**config.mk**
```make
export PLATFORM = sky130hd
export DESIGN_NAME = ide_pio_seq
export DESIGN_NICKNAME = d
export VERILOG_FILES = /design/src/rtl/ide_pio_pkg.sv /design/src/rtl/ide_pio_timing.sv /design/src/rtl/ide_pio_fsm.sv /design/src/rtl/ide_pio_seq.sv
export SDC_FILE = /design/constraint.sdc
export NUM_CORES = 1
export LEC_CHECK = 0
export ABC_AREA = 1
export BUFFER_PORTS_ARGS = -buffer_cell sky130_fd_sc_hd__buf_4
export CAP_MARGIN = 20
export CORE_MARGIN = 2
export CORE_UTILIZATION = 60
export CTS_CLUSTER_DIAMETER = 60
export DETAILED_ROUTE_END_ITERATION = 10
export PLACE_DENSITY = 0.94
export SYNTH_ARGS = -nofsm -noshare
export SYNTH_HDL_FRONTEND = slang
export SYNTH_SLANG_ARGS = --single-unit
```
**constraint.sdc**
```tcl
create_clock -name clk_i -period 4.55 [get_ports clk_i]
set_clock_uncertainty 0.2 [all_clocks]
set_input_delay 0.6825 -clock clk_i [delete_from_list [all_inputs] [get_ports clk_i]]
set_output_delay 0.6825 -clock clk_i [all_outputs]
set_load 0.02 [all_outputs]
```
**src/rtl/ide_pio_pkg.sv**
```systemverilog
package ide_pio_pkg;
  localparam int CNT_W = 4;
  localparam int TIM_W = 3 * CNT_W;

  // rcv at [11:8], stb at [7:4], stp at [3:0]
  typedef struct packed {
    logic [CNT_W-1:0] rcv;
    logic [CNT_W-1:0] stb;
    logic [CNT_W-1:0] stp;
  } ide_tim_t;

  typedef enum logic [2:0] {
    ST_IDLE,
    ST_SETUP,
    ST_STROBE,
    ST_WAIT,
    ST_RECOV
  } ide_st_e;
endpackage

```
**src/rtl/ide_pio_timing.sv**
```systemverilog
module ide_pio_timing
  import ide_pio_pkg::*;
#(
  parameter int NUM_DRV = 2,
  localparam int DRV_W = (NUM_DRV > 1) ? $clog2(NUM_DRV) : 1,
  localparam int CFG_AW = $clog2(2 * NUM_DRV + 1)
) (
  input  logic              clk_i,
  input  logic              rst_ni,
  input  logic              cfg_we_i,
  input  logic [CFG_AW-1:0] cfg_addr_i,
  input  logic [TIM_W-1:0]  cfg_wdata_i,
  input  logic [DRV_W-1:0]  drive_i,
  input  logic              is_cmd_i,
  output ide_tim_t          tim_o,
  output logic              rst_lvl_o
);
  localparam logic [CFG_AW-1:0] CTRL_ADDR = CFG_AW'(2 * NUM_DRV);

  ide_tim_t data_q [NUM_DRV];
  ide_tim_t cmd_q  [NUM_DRV];
  logic     fmt_q;
  logic     rst_lvl_q;
  ide_tim_t slow;

  always_ff @(posedge clk_i or negedge rst_ni) begin
    if (!rst_ni) begin
      for (int d = 0; d < NUM_DRV; d++) begin
        data_q[d] <= '1;
        cmd_q[d]  <= '1;
      end
      fmt_q     <= 1'b0;
      rst_lvl_q <= 1'b0;
    end else if (cfg_we_i) begin
      for (int d = 0; d < NUM_DRV; d++) begin
        if (cfg_addr_i == CFG_AW'(2 * d))     data_q[d] <= cfg_wdata_i;
        if (cfg_addr_i == CFG_AW'(2 * d + 1)) cmd_q[d]  <= cfg_wdata_i;
      end
      if (cfg_addr_i == CTRL_ADDR) begin
        fmt_q     <= cfg_wdata_i[0];
        rst_lvl_q <= cfg_wdata_i[1];
      end
    end
  end

  // shared command timing: per-phase maximum over all drives
  always_comb begin
    slow = cmd_q[0];
    for (int d = 1; d < NUM_DRV; d++) begin
      if (cmd_q[d].stp > slow.stp) slow.stp = cmd_q[d].stp;
      if (cmd_q[d].stb > slow.stb) slow.stb = cmd_q[d].stb;
      if (cmd_q[d].rcv > slow.rcv) slow.rcv = cmd_q[d].rcv;
    end
  end

  always_comb begin
    if (!is_cmd_i)   tim_o = data_q[drive_i];
    else if (!fmt_q) tim_o = slow;
    else             tim_o = cmd_q[drive_i];
  end

  assign rst_lvl_o = rst_lvl_q;


  shared_ge_chk: assert property (@(posedge clk_i) disable iff (!rst_ni)
    (is_cmd_i && !fmt_q) |-> (tim_o.stp >= cmd_q[0].stp && tim_o.stb >= cmd_q[0].stb
                              && tim_o.rcv >= cmd_q[0].rcv));
endmodule

```
**src/rtl/ide_pio_fsm.sv**
```systemverilog
module ide_pio_fsm
  import ide_pio_pkg::*;
#(
  parameter int DATA_W = 16,
  parameter int TMO    = 255,
  localparam int WCW   = $clog2(TMO + 1)
) (
  input  logic              clk_i,
  input  logic              rst_ni,
  input  logic              req_valid_i,
  output logic              req_ready_o,
  input  logic              req_write_i,
  input  logic [2:0]        req_addr_i,
  input  logic              req_cs_i,
  input  logic [DATA_W-1:0] req_wdata_i,
  input  ide_tim_t          tim_i,
  output logic              done_o,
  output logic [DATA_W-1:0] rdata_o,
  output logic              err_o,
  output logic [2:0]        ata_addr_o,
  output logic [1:0]        ata_cs_no,
  output logic              ata_dior_no,
  output logic              ata_diow_no,
  output logic [DATA_W-1:0] ata_dd_o,
  output logic              ata_dd_oe_o,
  input  logic [DATA_W-1:0] ata_dd_i,
  input  logic              ata_iordy_i
);
  ide_st_e           state_q;
  ide_tim_t          tim_q;
  logic [CNT_W-1:0]  cnt_q;
  logic [WCW-1:0]    wcnt_q;
  logic              wr_q, cs_q, done_q, err_q;
  logic [2:0]        addr_q;
  logic [DATA_W-1:0] wdata_q, rdata_q;
  logic              busy, strobe;

  function automatic logic [CNT_W-1:0] clamp(input logic [CNT_W-1:0] v);
    return (v == '0) ? CNT_W'(1) : v;
  endfunction

  always_ff @(posedge clk_i or negedge rst_ni) begin
    if (!rst_ni) begin
      state_q <= ST_IDLE;
      tim_q   <= '0;
      cnt_q   <= '0;
      wcnt_q  <= '0;
      wr_q    <= 1'b0;
      cs_q    <= 1'b0;
      addr_q  <= '0;
      wdata_q <= '0;
      rdata_q <= '0;
      done_q  <= 1'b0;
      err_q   <= 1'b0;
    end else begin
      done_q <= 1'b0;
      unique case (state_q)
        ST_IDLE: if (req_valid_i) begin
          wr_q    <= req_write_i;
          cs_q    <= req_cs_i;
          addr_q  <= req_addr_i;
          wdata_q <= req_wdata_i;
          tim_q   <= tim_i;
          cnt_q   <= clamp(tim_i.stp);
          state_q <= ST_SETUP;
        end
        ST_SETUP: if (cnt_q == CNT_W'(1)) begin
          cnt_q   <= clamp(tim_q.stb);
          state_q <= ST_STROBE;
        end else cnt_q <= cnt_q - 1'b1;
        ST_STROBE: if (cnt_q != CNT_W'(1)) cnt_q <= cnt_q - 1'b1;
          else if (ata_iordy_i) begin
            if (!wr_q) rdata_q <= ata_dd_i;
            cnt_q   <= clamp(tim_q.rcv);
            state_q <= ST_RECOV;
          end else begin
            wcnt_q  <= '0;
            state_q <= ST_WAIT;
          end
        ST_WAIT: if (ata_iordy_i || wcnt_q == WCW'(TMO - 1)) begin
            if (!wr_q) rdata_q <= ata_dd_i;
            if (!ata_iordy_i) err_q <= 1'b1;
            cnt_q   <= clamp(tim_q.rcv);
            state_q <= ST_RECOV;
          end else wcnt_q <= wcnt_q + 1'b1;
        ST_RECOV: if (cnt_q == CNT_W'(1)) begin
          done_q  <= 1'b1;
          state_q <= ST_IDLE;
        end else cnt_q <= cnt_q - 1'b1;
        default: state_q <= ST_IDLE;
      endcase
    end
  end

  assign busy        = (state_q != ST_IDLE);
  assign strobe      = (state_q == ST_STROBE) || (state_q == ST_WAIT);
  assign req_ready_o = !busy;
  assign ata_addr_o  = busy ? addr_q : '0;
  assign ata_cs_no   = !busy ? 2'b11 : (cs_q ? 2'b01 : 2'b10);
  assign ata_dior_no = !(strobe && !wr_q);
  assign ata_diow_no = !(strobe && wr_q);
  assign ata_dd_o    = wdata_q;
  assign ata_dd_oe_o = busy && wr_q;
  assign done_o      = done_q;
  assign rdata_o     = rdata_q;
  assign err_o       = err_q;


  one_strobe_chk: assert property (@(posedge clk_i) disable iff (!rst_ni)
    !(!ata_dior_no && !ata_diow_no));

  strobe_cs_chk: assert property (@(posedge clk_i) disable iff (!rst_ni)
    (!ata_dior_no || !ata_diow_no) |-> (ata_cs_no != 2'b11));

  addr_hold_chk: assert property (@(posedge clk_i) disable iff (!rst_ni)
    (ata_cs_no != 2'b11 && $past(ata_cs_no) != 2'b11) |-> $stable(ata_addr_o));

  busy_ready_chk: assert property (@(posedge clk_i) disable iff (!rst_ni)
    (!ata_dior_no || !ata_diow_no) |-> !req_ready_o);

  done_pulse_chk: assert property (@(posedge clk_i) disable iff (!rst_ni)
    done_o |=> !done_o);

  timeout_chk: assert property (@(posedge clk_i) disable iff (!rst_ni)
    (state_q == ST_WAIT && !ata_iordy_i && wcnt_q == WCW'(TMO - 1))
      |=> (err_o && ata_dior_no && ata_diow_no));

  err_sticky_chk: assert property (@(posedge clk_i) disable iff (!rst_ni)
    err_o |=> err_o);

  oe_cs_chk: assert property (@(posedge clk_i) disable iff (!rst_ni)
    ata_dd_oe_o |-> (ata_cs_no != 2'b11 && ata_dior_no));
endmodule

```
**src/rtl/ide_pio_seq.sv**
```systemverilog
module ide_pio_seq
  import ide_pio_pkg::*;
#(
  parameter int DATA_W = 16,
  parameter int TMO    = 255
) (
  input  logic              clk_i,
  input  logic              rst_ni,
  input  logic              cfg_we_i,
  input  logic [2:0]        cfg_addr_i,
  input  logic [11:0]       cfg_wdata_i,
  input  logic              req_valid_i,
  output logic              req_ready_o,
  input  logic              req_write_i,
  input  logic [2:0]        req_addr_i,
  input  logic              req_cs_i,
  input  logic              req_drive_i,
  input  logic [DATA_W-1:0] req_wdata_i,
  output logic              done_o,
  output logic [DATA_W-1:0] rdata_o,
  output logic              err_o,
  output logic [2:0]        ata_addr_o,
  output logic [1:0]        ata_cs_no,
  output logic              ata_dior_no,
  output logic              ata_diow_no,
  output logic [DATA_W-1:0] ata_dd_o,
  output logic              ata_dd_oe_o,
  input  logic [DATA_W-1:0] ata_dd_i,
  input  logic              ata_iordy_i,
  output logic              ata_rst_no
);
  ide_tim_t tim_sel;
  logic     is_cmd;
  logic     rst_lvl;

  // the data port is register 0 of the command block
  assign is_cmd = req_cs_i || (req_addr_i != 3'd0);

  ide_pio_timing #(.NUM_DRV(2)) u_timing (
    .clk_i      (clk_i),
    .rst_ni     (rst_ni),
    .cfg_we_i   (cfg_we_i),
    .cfg_addr_i (cfg_addr_i),
    .cfg_wdata_i(cfg_wdata_i),
    .drive_i    (req_drive_i),
    .is_cmd_i   (is_cmd),
    .tim_o      (tim_sel),
    .rst_lvl_o  (rst_lvl)
  );

  ide_pio_fsm #(.DATA_W(DATA_W), .TMO(TMO)) u_fsm (
    .clk_i      (clk_i),
    .rst_ni     (rst_ni),
    .req_valid_i(req_valid_i),
    .req_ready_o(req_ready_o),
    .req_write_i(req_write_i),
    .req_addr_i (req_addr_i),
    .req_cs_i   (req_cs_i),
    .req_wdata_i(req_wdata_i),
    .tim_i      (tim_sel),
    .done_o     (done_o),
    .rdata_o    (rdata_o),
    .err_o      (err_o),
    .ata_addr_o (ata_addr_o),
    .ata_cs_no  (ata_cs_no),
    .ata_dior_no(ata_dior_no),
    .ata_diow_no(ata_diow_no),
    .ata_dd_o   (ata_dd_o),
    .ata_dd_oe_o(ata_dd_oe_o),
    .ata_dd_i   (ata_dd_i),
    .ata_iordy_i(ata_iordy_i)
  );

  assign ata_rst_no = rst_lvl;


  rst_low_chk: assert property (@(posedge clk_i) disable iff (!rst_ni)
    (cfg_we_i && cfg_addr_i == 3'd4) |=> (ata_rst_no == $past(cfg_wdata_i[1])));
endmodule

```
==> flow_metrics.py, run 1 <==
metrics = {
    "synth": {
        "synth_area_leader_cell": "dfrtp_1",
        "synthTopCellsByArea": "dfrtp_1 28%, dfstp_2 22%, nand2_1 10%",
        "syn_area_mm2": 0.00570,
        "synth-seq-cells": 112,
        "yosys.cell_count.top_type": "nand2_1",
        "ys_warn_count": 0,
        "synthTopCellsByCount": "155 x nand2_1, 96 x o21ai_0, 69 x inv_1, 64 x dfrtp_1, 48 x dfstp_2",
        "ys_async_sr_fraction": 1.00,
        "yosysTopAreaCellShare": 0.281,
        "syn_area_per_cell_um2": 8.79,
        "syn_nets": 722,
        "synth_flop_cell": "dfrtp_1",
        "synthDistinctLibCells": 35,
        "syn_inst": 648,
        "ys_seq_area_frac": 0.502,
        "synth-edff-count": 0,
    },
    "die": {
        "die_w_um": 101,
        "die_area_mm2": 0.0103,
        "core-area_mm2": 0.00924,
        "io_pins": 102,
        "num_rows": 35,
        "die_y_um": 101,
        "start_util": 0.617,
    },
    "global_routing": {
        "grt-busiest-layer": "met2",
        "grt_pass1_wl_um": 21900,
        "grt_use_met1": 0.354,
        "use_met2": 0.454,
        "grt_start_max_net_pins": 84,
        "grt-ovfl-total": 0,
        "groute.usage.overall": 0.268,
        "use_met3": 0.0511,
        "grt_pass1_vias": 4677,
        "antenna_found_initial": 0,
    },
    "timing": {
        "fin_crit_ps": 2600,
        "fin_crit_sh": 0.572,
        "tns_ps": 0,
        "hold_slack_ps": 9.06,
        "rsz0062_at_grt": "false",
        "finalHoldViolCount": 0,
        "tightest_slew_ps": 840,
        "relSlewSlack": 0.439,
        "timing.fmax_mhz": 385,
        "setup_viol": 0,
        "drv_slew": 0,
    },
    "worst_setup_path": {
        "max_stage_delay_ps": 430,
        "cp.required_ps": 3670,
        "crit_top_cell": "nor2_1",
        "cp_cell_sequence": "nor2_1 > inv_1 > nor2_2 > nor2_1 > buf_4",
        "criticalPathCategory": "reg2out",
        "slowest_stage": "dfrtp_1",
        "worstPathArrival_ps": 1720,
        "startpoint_type": "flip-flop",
        "critPathMaxFanout": 9,
        "end_kind": "primary output",
    },
    "cts": {
        "cts_tree": "done",
        "insertion_delay_ps": 370,
        "cts_buffer_depth": 2,
        "cts_root_buffer": "clkbuf_8",
        "post_cts_buffers": 0,
        "cts_resized": 0,
        "clkSinkCount": 112,
        "htreeDepth": 3,
        "cts-buffers-inserted": 9,
        "cts.clk_slew.worst_paths_ps": 110,
        "cts_hold_buf": 0,
    },
    "placement": {
        "dp.cells": 855,
        "numPortBuffers": 101,
        "dp_hpwl_um": 9850,
        "place_congestion": 0.938,
    },
    "layout": {
        "finalNetCount": 812,
        "n_antenna_cell": 0,
        "drive_gt1_frac": 0.293,
        "fin_cells": 872,
        "area_delta_synth_final_pct": 18.6,
    },
    "job": {
        "cap_violations": 0,
    },
    "pwr": {
        "vdd_drop_max_mv": 0.261,
        "leakagePower_nw": 3.35,
        "pwr_density_cell_mw_per_mm2": 616,
    },
    "route": {
        "detail-route-antenna-nets": 0,
        "drtIter0Drc": 386,
        "vias": 4943,
        "drcViolationCount": 0,
        "wl_um": 13500,
        "first_pass_iters": 7,
        "viasPerCell": 5.67,
        "wire_per_inst_um": 15.4,
    },
    "run_status": {
        "status": "complete, no violations",
    },
    "worst_hold_path": {
        "hold_path.class": "in2async",
    },
}
## per-stage QoR
step | power (mW) | utilization | setup slack (ps) | area [µm²]
global route | 4.44 | 0.731 | 1810 | 6760
finish | 4.17 | 0.731 | 1950 | 6760
CTS | 4.16 | 0.729 | 1960 | 6730
floorplan | 2.85 | - | 2440 | 5700
global placement | 3.40 | 0.705 | 2080 | 6520
detailed placement | 3.53 | 0.705 | 1930 | 6520
## worst paths after layout
check | start | to | slack [ps] | cells past startpoint
max | u_fsm.state_q[1] | ata_addr_o[1] | 1950 | 5
min | rst_ni | u_fsm.wcnt_q[5] | 9 | 1
max reg2reg | u_fsm.cnt_q[1] | u_fsm.wcnt_q[2] | 2020 | 9
min reg2reg | u_fsm.cnt_q[3] | u_fsm.cnt_q[3] | 290 | 2
max in group asynchronous | rst_ni | u_timing.cmd_q[8] | 3390 | 2
min in group clk_i | u_fsm.cnt_q[3] | u_fsm.cnt_q[3] | 290 | 2
## kinds of logic after synthesis
logic type               synth area share
XOR/XNOR                          0.00922
AND/OR/NAND/NOR                     0.181
AO/OA/AOI/OAI                       0.135
multiplexers                       0.0698
flip-flops                          0.502
buffers and inverters              0.0672
adder cells (fa/ha/maj)            0.0351
## metal layers
metal | wire length [µm] | part of all wire
met5 | 0 | 0
met1 | 5560 | 0.41
met3 | 1000 | 0.074
met4 | 269 | 0.020
met2 | 6640 | 0.49
## state kept, by name, indices dropped and copies added, names as in the netlist, 3 cells and up
name             flops
u_fsm.cnt_q          4
u_fsm.wcnt_q         8
u_fsm.addr_q         3
u_timing.cmd_q      24
u_fsm.rdata_o       16
u_timing.data_q     24
u_fsm.tim_q          8
u_fsm.state_q        3
u_fsm.ata_dd_o      16
## final cells by class
class                   count  area (µm²)
flip-flops and latches    112        2860
clock inverters             7        88.8
inverters                  73         277
clock buffers               9         124
fillers                   618        2480
multi-input cells         439        2450
repair buffers            103         793
well taps                 129         161
## placed cells by master (no fill, tap or decap), drive strengths merged
master  instances
nand3          28
a22oi           1
inv            76
buf           103
xor2            6
o211ai          4
nor3            6
a31oi           9
clkbuf          9
bufinv          1
dfrtp          64
a31o            1
o22ai           2
a41oi           1
nand4           6
nand2         159
or2             3
ha             16
a21oi          31
nor2           32
nand3b          4
o21ai          98
dfstp          48
clkinv          3
mux2           32
## worst max-delay path: cells and delay by family (launching register included)
family,cells,cell delay [ps]
AND/OR/NAND/NOR,3,640
flip-flops,1,430
buffers and inverters,2,280
## report_power, final
part	internal, mW	leakage, nW	switching, mW
sequential	1.39	1.29	0.251
combinational	0.795	1.95	1.11
clock	0.267	0.109	0.352
(Power assumes the default switching activity.)
==> inputs of run 2 (changes only) <==
Settings changed: CORE_UTILIZATION 60 to 56, PLACE_DENSITY 0.94 to 0.89.
Clock period 4.55 ns to 2.5 ns, I/O delays scaled along.
==> run 2 against run 1 <==
Compared with the run above:
- clock power grew 84%
- largest power group unchanged
- via count grew 0.24%
- largest cell class unchanged
- total power grew 82%
- global-route usage shrank 2.3 points
==> flow_metrics.py, run 2 (same netlist as run 1, synthesis figures left out) <==
metrics = {
    "run_status": {
        "status": "complete, no violations",
    },
    "placement": {
        "place_congestion": 0.910,
        "dp_hpwl_um": 9740,
        "numPortBuffers": 101,
        "pre_cts_slack_ps": 313,
        "dpl_cell_area_mm2": 0.00661,
    },
    "layout": {
        "n_antenna_cell": 0,
        "final_common_cell": "nand2_1",
        "fillCellCount": 759,
        "final_area_mm2": 0.00684,
        "multi_input_area_mm2": 0.00245,
        "drive_gt1_frac": 0.301,
        "layout.cells.most_common_list": "155 x nand2_1, 111 x buf_4, 96 x o21ai_0",
        "area_delta_synth_final_pct": 20.1,
        "seqCellArea_mm2": 0.00286,
        "reg.largest.list": "u_timing.cmd_q x24, u_timing.data_q x24",
        "finalNetCount": 823,
    },
    "timing": {
        "drv_slew": 0,
        "tightest_slew_ps": 720,
        "tns_ps": 0,
        "timing.fmax_mhz": 436,
        "fin_crit_ps": 2290,
        "setup_viol": 0,
        "rsz0062_at_grt": "false",
        "finalHoldViolCount": 0,
        "relSlewSlack": 0.519,
        "fin_crit_sh": 0.917,
        "setup_slack_ps": 206,
        "hold_slack_ps": 12.2,
    },
    "cts": {
        "cts_hold_buf": 1,
        "insertion_delay_ps": 380,
        "cts-buffers-inserted": 9,
        "cts_tree": "done",
        "cts_buffer_depth": 2,
        "cts.clk_slew.worst_paths_ps": 110,
        "post_cts_buffers": 0,
        "cts_resized": 0,
        "clkSinkCount": 112,
        "cts_root_buffer": "clkbuf_8",
        "htreeDepth": 3,
    },
    "die": {
        "die_w_um": 105,
        "num_rows": 36,
        "start_util": 0.580,
        "io_pins": 102,
        "die_y_um": 105,
        "die_area_mm2": 0.0110,
        "core-area_mm2": 0.00982,
    },
    "worst_setup_path": {
        "slowest_stage": "dfrtp_1",
        "criticalPathCategory": "reg2reg",
        "end_kind": "flip-flop",
        "max_stage_delay_ps": 440,
        "critPathMaxFanout": 5,
        "cp_cell_sequence": "inv_1 > ha_1 > nand3_1 > nor3_1 > nor2_1 > nand2_2 > inv_1 > nor3_1 > o21ai_0 > o21ai_0",
        "startpoint_type": "flip-flop",
        "rrSetupSlack_ps": 210,
        "cp.required_ps": 2600,
        "worstPathArrival_ps": 2390,
    },
    "route": {
        "wl_um": 13600,
        "detail-route-antenna-nets": 0,
        "vias": 4955,
        "viasPerCell": 5.59,
        "first_pass_iters": 6,
        "wire_per_inst_um": 15.3,
        "drtIter0Drc": 351,
        "drcViolationCount": 0,
    },
    "job": {
        "cap_violations": 0,
    },
    "pwr": {
        "vdd_drop_max_mv": 0.573,
        "pwr_density_cell_mw_per_mm2": 1110,
        "design_power_total_mw": 7.58,
        "leakagePower_nw": 3.39,
    },
    "global_routing": {
        "grt_pass1_wl_um": 22100,
        "grt-ovfl-total": 0,
        "groute.usage.overall": 0.245,
        "antenna_found_initial": 0,
        "grt_pass1_vias": 4669,
        "grt_start_max_net_pins": 43,
    },
    "worst_hold_path": {
        "hold_path.class": "in2reg",
    },
}
## run 2: routing by layer
metal | wire length [µm] | GRT usage | vias to the layer above
li1 | - | - | 2344
met1 | 5780 | 0.314 | 2363
met2 | 6730 | 0.419 | 227
met3 | 874 | 0.0474 | 21
met4 | 187 | 0.0790 | 0
met5 | 0 | 0 | -
## run 2: layout make-up
type | instances | area share
Tap cell | 133 | 0.0243
Clock buffer | 9 | 0.0181
Clock inverter | 7 | 0.0130
Inverter | 73 | 0.0404
Sequential cell | 112 | 0.418
Multi-Input combinational cell | 439 | 0.358
Timing Repair Buffer | 114 | 0.128
## run 2: final timing paths
check	startpoint	end	cells past startpoint
max in group asynchronous	rst_ni	u_timing.data_q[3]	3
min reg2reg	u_fsm.err_o	u_fsm.err_o	1
min in group asynchronous	rst_ni	u_fsm.wcnt_q[5]	2
max reg2reg	u_fsm.wcnt_q[0]	u_fsm.state_q[0]	10
min	req_wdata_i[3]	u_fsm.ata_dd_o[3]	2
max	u_fsm.wcnt_q[0]	u_fsm.state_q[0]	10
## run 2: per-stage QoR
step	std cells	util
finish	887	0.697
global route	887	0.697
CTS	886	0.696
detailed placement	869	0.673
global placement	869	0.673
floorplan	648	-
## run 2: report_power, final
| part | total (mW) | switching (mW) | internal [mW] | leakage [nW] |
|---|---|---|---|---|
| Combinational | 3.47 | 2.00 | 1.47 | 1.99 |
| Sequential | 2.96 | 0.437 | 2.52 | 1.29 |
| Clock | 1.14 | 0.658 | 0.486 | 0.109 |
## run 2: critical path, delay by kind of cell (launching register included)
| kind | cells | cell delay (ps) |
|---|---|---|
| simple gates | 5 | 960 |
| buf+inv | 2 | 180 |
| fa+ha+maj | 1 | 140 |
| flops | 1 | 440 |
| compound gates | 2 | 300 |
